### config.mk
export PLATFORM = sky130hd
export DESIGN_NAME = irq_capture_top
export DESIGN_NICKNAME = d
export VERILOG_FILES = /design/src/rtl/irq_cap_pkg.sv /design/src/rtl/irq_trig_cfg.sv /design/src/rtl/irq_line_cell.sv /design/src/rtl/irq_capture_top.sv
export SDC_FILE = /design/constraint.sdc
export NUM_CORES = 1
export LEC_CHECK = 0
export BUFFER_PORTS_ARGS = -buffer_cell sky130_fd_sc_hd__buf_2
export CAP_MARGIN = 10
export CORE_MARGIN = 5
export CORE_UTILIZATION = 48
export CTS_BUF_LIST = sky130_fd_sc_hd__clkbuf_8
export CTS_CLUSTER_SIZE = 14
export DETAILED_ROUTE_END_ITERATION = 16
export GPL_ROUTABILITY_DRIVEN = 0
export PLACE_DENSITY = 0.86
export SETUP_SLACK_MARGIN = 0.4
export SLEW_MARGIN = 5
export SYNTH_ARGS = -nofsm -noshare
export SYNTH_HDL_FRONTEND = slang
export SYNTH_HIERARCHICAL = 1
export SYNTH_SLANG_ARGS = --single-unit
export TNS_END_PERCENT = 20
### constraint.sdc
create_clock -name clk -period 1.35 [get_ports clk]
set_input_delay 0.2025 -clock clk [delete_from_list [all_inputs] [get_ports clk]]
set_output_delay 0.2025 -clock clk [all_outputs]
set_load 0.02 [all_outputs]
### src/rtl/irq_cap_pkg.sv
package irq_cap_pkg;

   typedef enum logic {
      TRIG_EDGE  = 1'b0,
      TRIG_LEVEL = 1'b1
   } trig_e;

   // Next value of one request bit; a fresh edge has precedence over a clear.
   function automatic logic f_req_next(input trig_e mode, input logic din,
                                       input logic prev, input logic clr,
                                       input logic cur);
      logic nxt;
      if (mode == TRIG_LEVEL)      nxt = din;
      else if (din && !prev)       nxt = 1'b1;
      else if (clr)                nxt = 1'b0;
      else                         nxt = cur;
      return nxt;
   endfunction

endpackage

### src/rtl/irq_trig_cfg.sv
module irq_trig_cfg #(
   parameter int                   NUM_LINES    = 8,
   parameter int                   BYTE_W       = 8,
   parameter logic [NUM_LINES-1:0] TRIG_WR_MASK = '1
) (
   input  logic                 clk,
   input  logic                 rst_n,
   input  logic                 wr_en,
   input  logic [BYTE_W-1:0]    wdata,
   output logic [NUM_LINES-1:0] mode_q,
   output logic [BYTE_W-1:0]    rdata
);
   localparam int PAD_W = BYTE_W - NUM_LINES;

   for (genvar i = 0; i < NUM_LINES; i++) begin : g_bit
      if (TRIG_WR_MASK[i]) begin : g_wr
         logic bit_q;
         always_ff @(posedge clk) begin
            if (!rst_n)     bit_q <= 1'b0;
            else if (wr_en) bit_q <= wdata[i];
         end
         assign mode_q[i] = bit_q;
      end else begin : g_fixed
         assign mode_q[i] = 1'b0;
      end
   end

   if (PAD_W > 0) begin : g_pad
      assign rdata = {{PAD_W{1'b0}}, mode_q};
   end else begin : g_nopad
      assign rdata = mode_q;
   end
endmodule

### src/rtl/irq_line_cell.sv
module irq_line_cell
   import irq_cap_pkg::*;
(
   input  logic clk,
   input  logic rst_n,
   input  logic lvl_mode,
   input  logic din,
   input  logic clr,
   output logic req_q,
   output logic prev_q
);
   logic  req_d;
   trig_e mode;

   assign mode  = lvl_mode ? TRIG_LEVEL : TRIG_EDGE;
   assign req_d = f_req_next(mode, din, prev_q, clr, req_q);

   always_ff @(posedge clk) begin
      if (!rst_n) begin
         req_q  <= 1'b0;
         prev_q <= 1'b0;
      end else begin
         req_q  <= req_d;
         prev_q <= din;
      end
   end
endmodule

### src/rtl/irq_capture_top.sv
module irq_capture_top #(
   parameter int                   NUM_LINES    = 8,
   parameter int                   BYTE_W       = 8,
   parameter logic [NUM_LINES-1:0] TRIG_WR_MASK = 8'hF8
) (
   input  logic                 clk,
   input  logic                 rst_n,
   input  logic [NUM_LINES-1:0] irq_lvl_i,
   input  logic [NUM_LINES-1:0] ack_clr_i,
   input  logic                 cfg_wr_i,
   input  logic [BYTE_W-1:0]    cfg_wdata_i,
   output logic [BYTE_W-1:0]    cfg_rdata_o,
   output logic [NUM_LINES-1:0] req_o,
   output logic [NUM_LINES-1:0] trig_mode_o
);
   if (NUM_LINES < 1 || NUM_LINES > BYTE_W) begin : g_bad_lines
      $error("NUM_LINES must be between 1 and BYTE_W");
   end
   if (BYTE_W != 8) begin : g_bad_byte
      $error("configuration port is one byte wide");
   end

   logic [NUM_LINES-1:0] mode_vec;
   logic [NUM_LINES-1:0] prev_vec;

   irq_trig_cfg #(
      .NUM_LINES   (NUM_LINES),
      .BYTE_W      (BYTE_W),
      .TRIG_WR_MASK(TRIG_WR_MASK)
   ) cfg_i (
      .clk   (clk),
      .rst_n (rst_n),
      .wr_en (cfg_wr_i),
      .wdata (cfg_wdata_i),
      .mode_q(mode_vec),
      .rdata (cfg_rdata_o)
   );

   for (genvar i = 0; i < NUM_LINES; i++) begin : g_line
      irq_line_cell cell_i (
         .clk     (clk),
         .rst_n   (rst_n),
         .lvl_mode(mode_vec[i]),
         .din     (irq_lvl_i[i]),
         .clr     (ack_clr_i[i]),
         .req_q   (req_o[i]),
         .prev_q  (prev_vec[i])
      );
   end

   assign trig_mode_o = mode_vec;
endmodule

Word-level counts from Yosys, hierarchy flattened --
Index checks and enable logic that the tools add are counted.
Word-level totals: flip-flop bits (word level) 21, output and inout port bits 24, word-level logic and storage cells 71, input bits 27
Cells by class: multiplexer cells 26, reductions and logical operators 24
Operators with widths (count):
- 2-to-1 mux 1 bit | 26
- nonzero test 3 bit | 5
- logical AND 1 bit | 8
- zero test 1 bit | 8
- nonzero test 2 bit | 3

Longest topological paths before layout --
Gate-level depths: netlist of the first run.
word-level depth 4, gate-level depth with buffers 3, mapped depth without buffers 2

Modules after synthesis --
Netlist of the first run, hierarchy kept.
By module, submodules not included:
- irq_line_cell | instances 8, area an instance 72.6 µm², cells each 6
- irq_trig_cfg | instances 1, area an instance 316.6 µm², cells each 33

Worst setup path before layout of the first run --
Ideal clock, no wire load.
path type reg-to-reg, start point register cfg_i.g_bit[3].g_wr.bit_q, end point register g_line[3].cell_i.req_q, period minus slack after synthesis 0.893 ns, arrival time 0.779 ns, stages on the path, launching flop included 4, data required time 1.236 ns, path slack 0.457 ns, buffers on the path 1, library setup time 0.114 ns, cells stage by stage dfxtp_1 > buf_4 > and4bb_1 > a21o_1
On the way: cells in the longest elaborated chain, start to end 2, elaborated cells on any way between the ends 3, those cells by class mux: 2; reduce/logical: 1
Ends and longest elaborated chain:
- start: declaration | RTL line irq_trig_cfg.sv:17 | logic bit_q;
- start signal: assignment | RTL line irq_trig_cfg.sv:20 | else if (wr_en) bit_q <= wdata[i];
- 2-to-1 mux 1 bit (*) | RTL line irq_line_cell.sv:15 | assign mode = lvl_mode ? TRIG_LEVEL : TRIG_EDGE;
- nonzero test 3 bit (no source line) / 2-to-1 mux 1 bit (equally long branches)
- end signal: assignment | RTL line irq_line_cell.sv:23 | req_q <= req_d;
- end: declaration | RTL line irq_line_cell.sv:9 | output logic req_q,
Every way passes the cells marked *; elsewhere a longest branch is shown, timed or not. A chain may end at the register's enable or synchronous reset.

Worst setup path in the final report of the first run --
start point register cfg_i.g_bit[5].g_wr.bit_q, end point output cfg_rdata_o[5]
RTL lines:
- start: declaration | RTL line irq_trig_cfg.sv:17
- start signal: assignment | RTL line irq_trig_cfg.sv:20
- end: declaration | RTL line irq_capture_top.sv:12 | output logic [BYTE_W-1:0] cfg_rdata_o,
No word-level cell between the ends.

==> flow_metrics.py, run 1 <==
metrics = {
    "layout": {
        "syn_to_final_growth_pct": 30.7,
        "nNetsFinal": 144,
        "layoutNonFillerInstCount": 141,
        "multi_input_area_sq_um": 364,
        "n_antenna_cell": 0,
        "final_cell_mix": "buf_2, dfxtp_1, buf_6, buf_4",
        "drive_above_1_share": 0.448,
        "fillers": 162,
        "finalInstanceArea_sq_um": 1170,
        "final_common_cell": "buf_2",
        "seq_area_sq_um": 438,
    },
    "detailed_routing": {
        "final_antenna_net_count": 0,
        "wire_per_inst_um": 12.2,
        "first_pass_iters": 2,
        "drc": 0,
        "dr_total_vias": 631,
        "via_per_inst": 4.48,
        "totalWireLength_mm": 1.72,
        "dr.first_iter.drc_count": 1,
    },
    "worst_hold_path": {
        "min_path_type": "in2reg",
        "holdCritStartpoint": "irq_lvl_i[1]",
        "min_to": "g_line[1].cell_i/prev_q",
        "hold_depth": 2,
    },
    "placed_design": {
        "hpwlAfterDp_mm": 1.28,
        "dpl.cell_count": 135,
        "placed_area_sq_um": 1020,
        "port_buffers": 41,
    },
    "clock_network": {
        "htree_levels": 1,
        "worstSkewPairLatency_ns": 0.25,
        "clock_sinks": 21,
        "cts_root_buffer": "clkbuf_8",
        "path_clk_slew_ns": 0.07,
        "holdBufCountCts": 0,
        "clockBufferDepth": 2,
        "cts_tree": "yes",
        "numCtsBuffers": 3,
    },
    "floorplan": {
        "initial_utilization": 0.514,
        "coreArea_sq_um": 1750,
        "die_x_um": 53.2,
        "dieArea_sq_um": 2830,
        "ios": 51,
        "num_rows": 15,
        "floorplan.die.height_um": 53.2,
    },
    "setup_path": {
        "crit_chain": "buf_6",
        "cpLargestDelayFamily": "flip-flops",
        "worst-path-buf-inv": 1,
        "required_ns": 1.15,
        "arrival_ns": 0.74,
        "end_kind": "output pin",
        "cp-start-kind": "flip-flop",
        "reg2reg_slack_ns": 0.45,
        "r2r-end": "g_line[6].cell_i/req_q",
        "cp_slowest_cell": "dfxtp_4",
        "critical-path-max-stage-delay_ns": 0.38,
        "r2r-start": "cfg_i/g_bit[6].g_wr.bit_q",
        "worst-path-stages": 1,
        "reg2reg_depth": 3,
        "worstSetupPathType": "reg2out",
        "critPathMaxFanout": 5,
    },
    "run_status": {
        "status": "finished, final reports clean",
    },
    "sta": {
        "drv_slew": 0,
        "tns_ns": 0,
        "min_period_ns": 0.945,
        "rsz0062_at_grt": "yes",
        "min_period_over_period": 0.700,
        "hold_violations": 0,
        "clock_skew_ns": 0.00148,
        "finalSetupViolations": 0,
        "fmax_ghz": 1.06,
    },
    "pwr": {
        "ir_drop_v": 0.000567,
        "p_per_area_nw_per_um2": 1100,
        "p_leak_uw": 0.000627,
    },
    "synthesis": {
        "ys_ff_latch": 21,
        "yosysTopAreaCellShare": 0.469,
        "yosys_warnings": 6,
        "netlist_area_sq_um": 897,
        "netlist_instances": 81,
        "yosysTopAreaCell": "dfxtp_1",
        "synth.yosys.seq_area_share": 0.469,
        "synth_cell_type_count": 10,
        "yosys-top-cells-area": "dfxtp_1, buf_4, and4bb_1, a21o_1, and2_1",
        "synth.avg_cell_area_sq_um": 11.1,
    },
    "global_route": {
        "grt_pass1_wl_mm": 2.67,
        "grt_max_degree": 22,
        "antenna_found_initial": 0,
        "grt-ovfl-total": 0,
        "grt_pass1_vias": 645,
        "grtUsageTotal": 0.129,
    },
    "run": {
        "maxCapViolCount": 0,
    },
}
-- stage by stage --
stage | power, uW | hold WS (ns) | util | setup slack (ns)
6_report | 1290 | 0.177 | 0.672 | 0.405
5_1_grt | 1360 | 0.169 | 0.672 | 0.369
4_1_cts | 1290 | 0.167 | 0.633 | 0.381
3_5_place_dp | 891 | 0.431 | 0.585 | 0.448
3_3_place_gp | 885 | 0.425 | 0.585 | 0.468
2_1_floorplan | 851 | 0.331 | - | 0.457
-- kinds of logic after synthesis --
family | Yosys count | synth area share
DFF | 21 | 0.469
other | 1 | 0.00418
and+or+nand+nor | 29 | 0.258
muxes | 5 | 0.0558
AOI/OAI and AO/OA | 8 | 0.0669
buffers and inverters | 17 | 0.146
-- cell type report --
| type | instances | area share |
|---|---|---|
| clock buffer | 3 | 0.0352 |
| multi-input combinational | 48 | 0.311 |
| timing repair buffer | 43 | 0.251 |
| tap | 25 | 0.0267 |
| clock inverter | 1 | 0.00320 |
| sequential | 21 | 0.374 |
-- sequential cells by signal, summed over array words and instances, names as in the netlist --
register                flops
cfg_i/g_bit.g_wr.bit_q      5
g_line.cell_i/prev_q        8
g_line.cell_i/req_q         8
-- cells in the mapped netlist --
master	instances
a21o_1	8
conb_1	1
dfxtp_1	21
buf_4	16
buf_6	1
and4bb_1	8
nor2b_1	5
nand2b_1	8
and2_1	8
mux2i_1	5
-- what timing repair did --
action / in CTS / in global routing
setup buffers: 1 / 1
endpoints found under the setup margin: 13 / 18
resized for setup: 15 / 20
-- worst max-delay path by stage --
stage / start / endpoint / slack [ns]
2_1_floorplan: cfg_i/g_bit[3].g_wr.bit_q / g_line[3].cell_i/req_q / 0.46
6_report: cfg_i/g_bit[5].g_wr.bit_q / cfg_rdata_o[5] / 0.40
3_5_place_dp: rst_n / g_line[1].cell_i/req_q / 0.45
4_1_cts: cfg_i/g_bit[3].g_wr.bit_q / trig_mode_o[3] / 0.38
5_1_grt: cfg_i/g_bit[5].g_wr.bit_q / cfg_rdata_o[5] / 0.37
3_3_place_gp: rst_n / g_line[5].cell_i/req_q / 0.47
-- report_power, final --
group,switching (uW),leakage [uW],internal [uW]
combinational,111,0.000422,119
clock,181,0.0000269,202
sequential,22.9,0.000178,657
total,315,0.000627,978
-- per-layer routing --
| layer | vias to the layer above | global-route usage | part of all wire |
|---|---|---|---|
| li1 | 322 | - | - |
| met1 | 278 | 0.167 | 0.40 |
| met5 | - | 0 | 0 |
| met2 | 31 | 0.202 | 0.49 |
| met3 | 0 | 0.0310 | 0.12 |
| met4 | 0 | 0.0511 | 0 |
(Power assumes the default switching activity.)
==> inputs of run 2 (changes only) <==
- CORE_UTILIZATION: 48 -> 40
- PLACE_DENSITY: 0.86 -> 0.77
- clock period: 1.35 -> 0.8 ns (I/O delays scaled with it)
==> run 2 against run 1 <==
Against the previous run:
- the run now ends with setup timing left
- via count up 3.2%
- first-iteration DRC count rose to 4.0 times the previous value
- register-to-register slack worse by 0.50 ns
- combinational power up 81%
- critical path depth unchanged
- cell count up 1.4%
- highest routed layer unchanged
==> flow_metrics.py, run 2 (same netlist as run 1, synthesis figures left out) <==
metrics = {
    "setup_path": {
        "critPathMaxFanout": 4,
        "crit_chain": "buf_6",
        "cp-start-kind": "flip-flop",
        "cpLargestDelayFamily": "flip-flops",
        "critical-path-max-stage-delay_ns": 0.38,
        "worstSetupPathType": "reg2out",
        "cp_slowest_cell": "dfxtp_4",
        "required_ns": 0.68,
        "worst-path-buf-inv": 1,
        "arrival_ns": 0.74,
        "end_kind": "output pin",
    },
    "sta": {
        "rsz0062_at_grt": "yes",
        "fmax_ghz": 1.16,
        "clock_skew_ns": 0.00326,
        "min_period_over_period": 1.08,
        "fin_ws_ns": -0.0648,
        "hold_violations": 0,
        "finalSetupViolations": 22,
        "min_period_ns": 0.865,
        "drv_slew": 0,
    },
    "detailed_routing": {
        "drc": 0,
        "dr_total_vias": 651,
        "totalWireLength_mm": 1.78,
        "dr.first_iter.drc_count": 4,
        "final_antenna_net_count": 0,
        "wire_per_inst_um": 12.4,
        "first_pass_iters": 4,
        "via_per_inst": 4.55,
    },
    "floorplan": {
        "num_rows": 17,
        "initial_utilization": 0.413,
        "coreArea_sq_um": 2170,
        "ios": 51,
        "die_x_um": 57.4,
        "dieArea_sq_um": 3290,
        "floorplan.die.height_um": 57.4,
    },
    "layout": {
        "final_common_cell": "buf_2",
        "drive_above_1_share": 0.513,
        "final_cell_mix": "buf_2, buf_6",
        "n_antenna_cell": 0,
        "final_util": 0.569,
        "nNetsFinal": 143,
        "syn_to_final_growth_pct": 37.7,
        "largestRegisters": "g_line.cell_i/prev_q: 8 flops, g_line.cell_i/req_q: 8 flops, cfg_i/g_bit.g_wr.bit_q: 5 flops",
    },
    "pwr": {
        "p_leak_uw": 0.000637,
        "ir_drop_v": 0.000889,
        "p_per_area_nw_per_um2": 1800,
    },
    "clock_network": {
        "clock_sinks": 21,
        "htree_levels": 1,
        "numCtsBuffers": 3,
        "cts_root_buffer": "clkbuf_8",
        "cts_tree": "yes",
        "path_clk_slew_ns": 0.07,
        "worstSkewPairLatency_ns": 0.25,
        "clockBufferDepth": 2,
        "holdBufCountCts": 0,
    },
    "placed_design": {
        "port_buffers": 41,
        "hpwlAfterDp_mm": 1.30,
        "post-place-ws_ns": -0.0309,
    },
    "global_route": {
        "grt_pass1_wl_mm": 2.82,
        "grt_pass1_vias": 661,
        "grtUsageTotal": 0.108,
        "antenna_found_initial": 0,
        "grt_max_degree": 22,
        "grt-ovfl-total": 0,
    },
    "worst_hold_path": {
        "min_path_type": "in2reg",
    },
    "run_status": {
        "status": "finished with violations",
        "violations": "setup timing",
    },
    "run": {
        "maxCapViolCount": 0,
    },
}
-- run 2: area by class of cell --
cell class / instances / area [sq um]
Fill cell: 192 / 935
Sequential cell: 21 / 452
Multi-Input combinational cell: 48 / 372
Timing Repair Buffer: 42 / 332
Clock buffer: 3 / 41.3
Tap cell: 28 / 35.0
Clock inverter: 1 / 3.75
-- run 2: repair_timing --
| action | CTS | global route |
|---|---|---|
| gates resized for setup | 49 | 2 |
| pin swaps | 1 | 1 |
| setup endpoints to repair | 34 | 31 |
| hold endpoints to repair | 0 | 0 |
| buffers inserted | 1 | 0 |
| cloned | 0 | 0 |
-- run 2: power breakdown --
group | total, uW | switching (uW) | internal [uW]
registers | 1160 | 48.2 | 1110
logic | 417 | 189 | 228
clock network | 646 | 306 | 340
total | 2220 | 543 | 1680
-- run 2: per-layer routing --
layer | GRT usage | share of wire
met1 | 0.116 | 0.39
met2 | 0.192 | 0.48
met3 | 0.0385 | 0.13
met4 | 0.0397 | 0
met5 | 0 | 0
-- run 2: final timing paths --
path / from / to / slack (ns) / cells after the start
max: cfg_i/g_bit[5].g_wr.bit_q / cfg_rdata_o[5] / -0.06 / 1
min: irq_lvl_i[1] / g_line[1].cell_i/prev_q / 0.10 / 2
max reg2reg: cfg_i/g_bit[5].g_wr.bit_q / g_line[5].cell_i/req_q / -0.05 / 3
min reg2reg: g_line[0].cell_i/prev_q / g_line[0].cell_i/req_q / 0.48 / 2
-- run 2: metrics by stage --
step / cells / hold WS [ns] / area (sq um) / power, uW / setup TNS (ns)
final: 143 / 0.101 / 1230 / 2220 / -0.847
after global routing: 143 / 0.0958 / 1230 / 2340 / -1.51
after floorplan: 86 / 0.248 / 945 / 1450 / -0.309
after global placement: 138 / 0.343 / 1030 / 1490 / -0.00245
after detailed placement: 138 / 0.354 / 1030 / 1510 / -0.179
after CTS: 143 / 0.0945 / 1230 / 2250 / -1.04
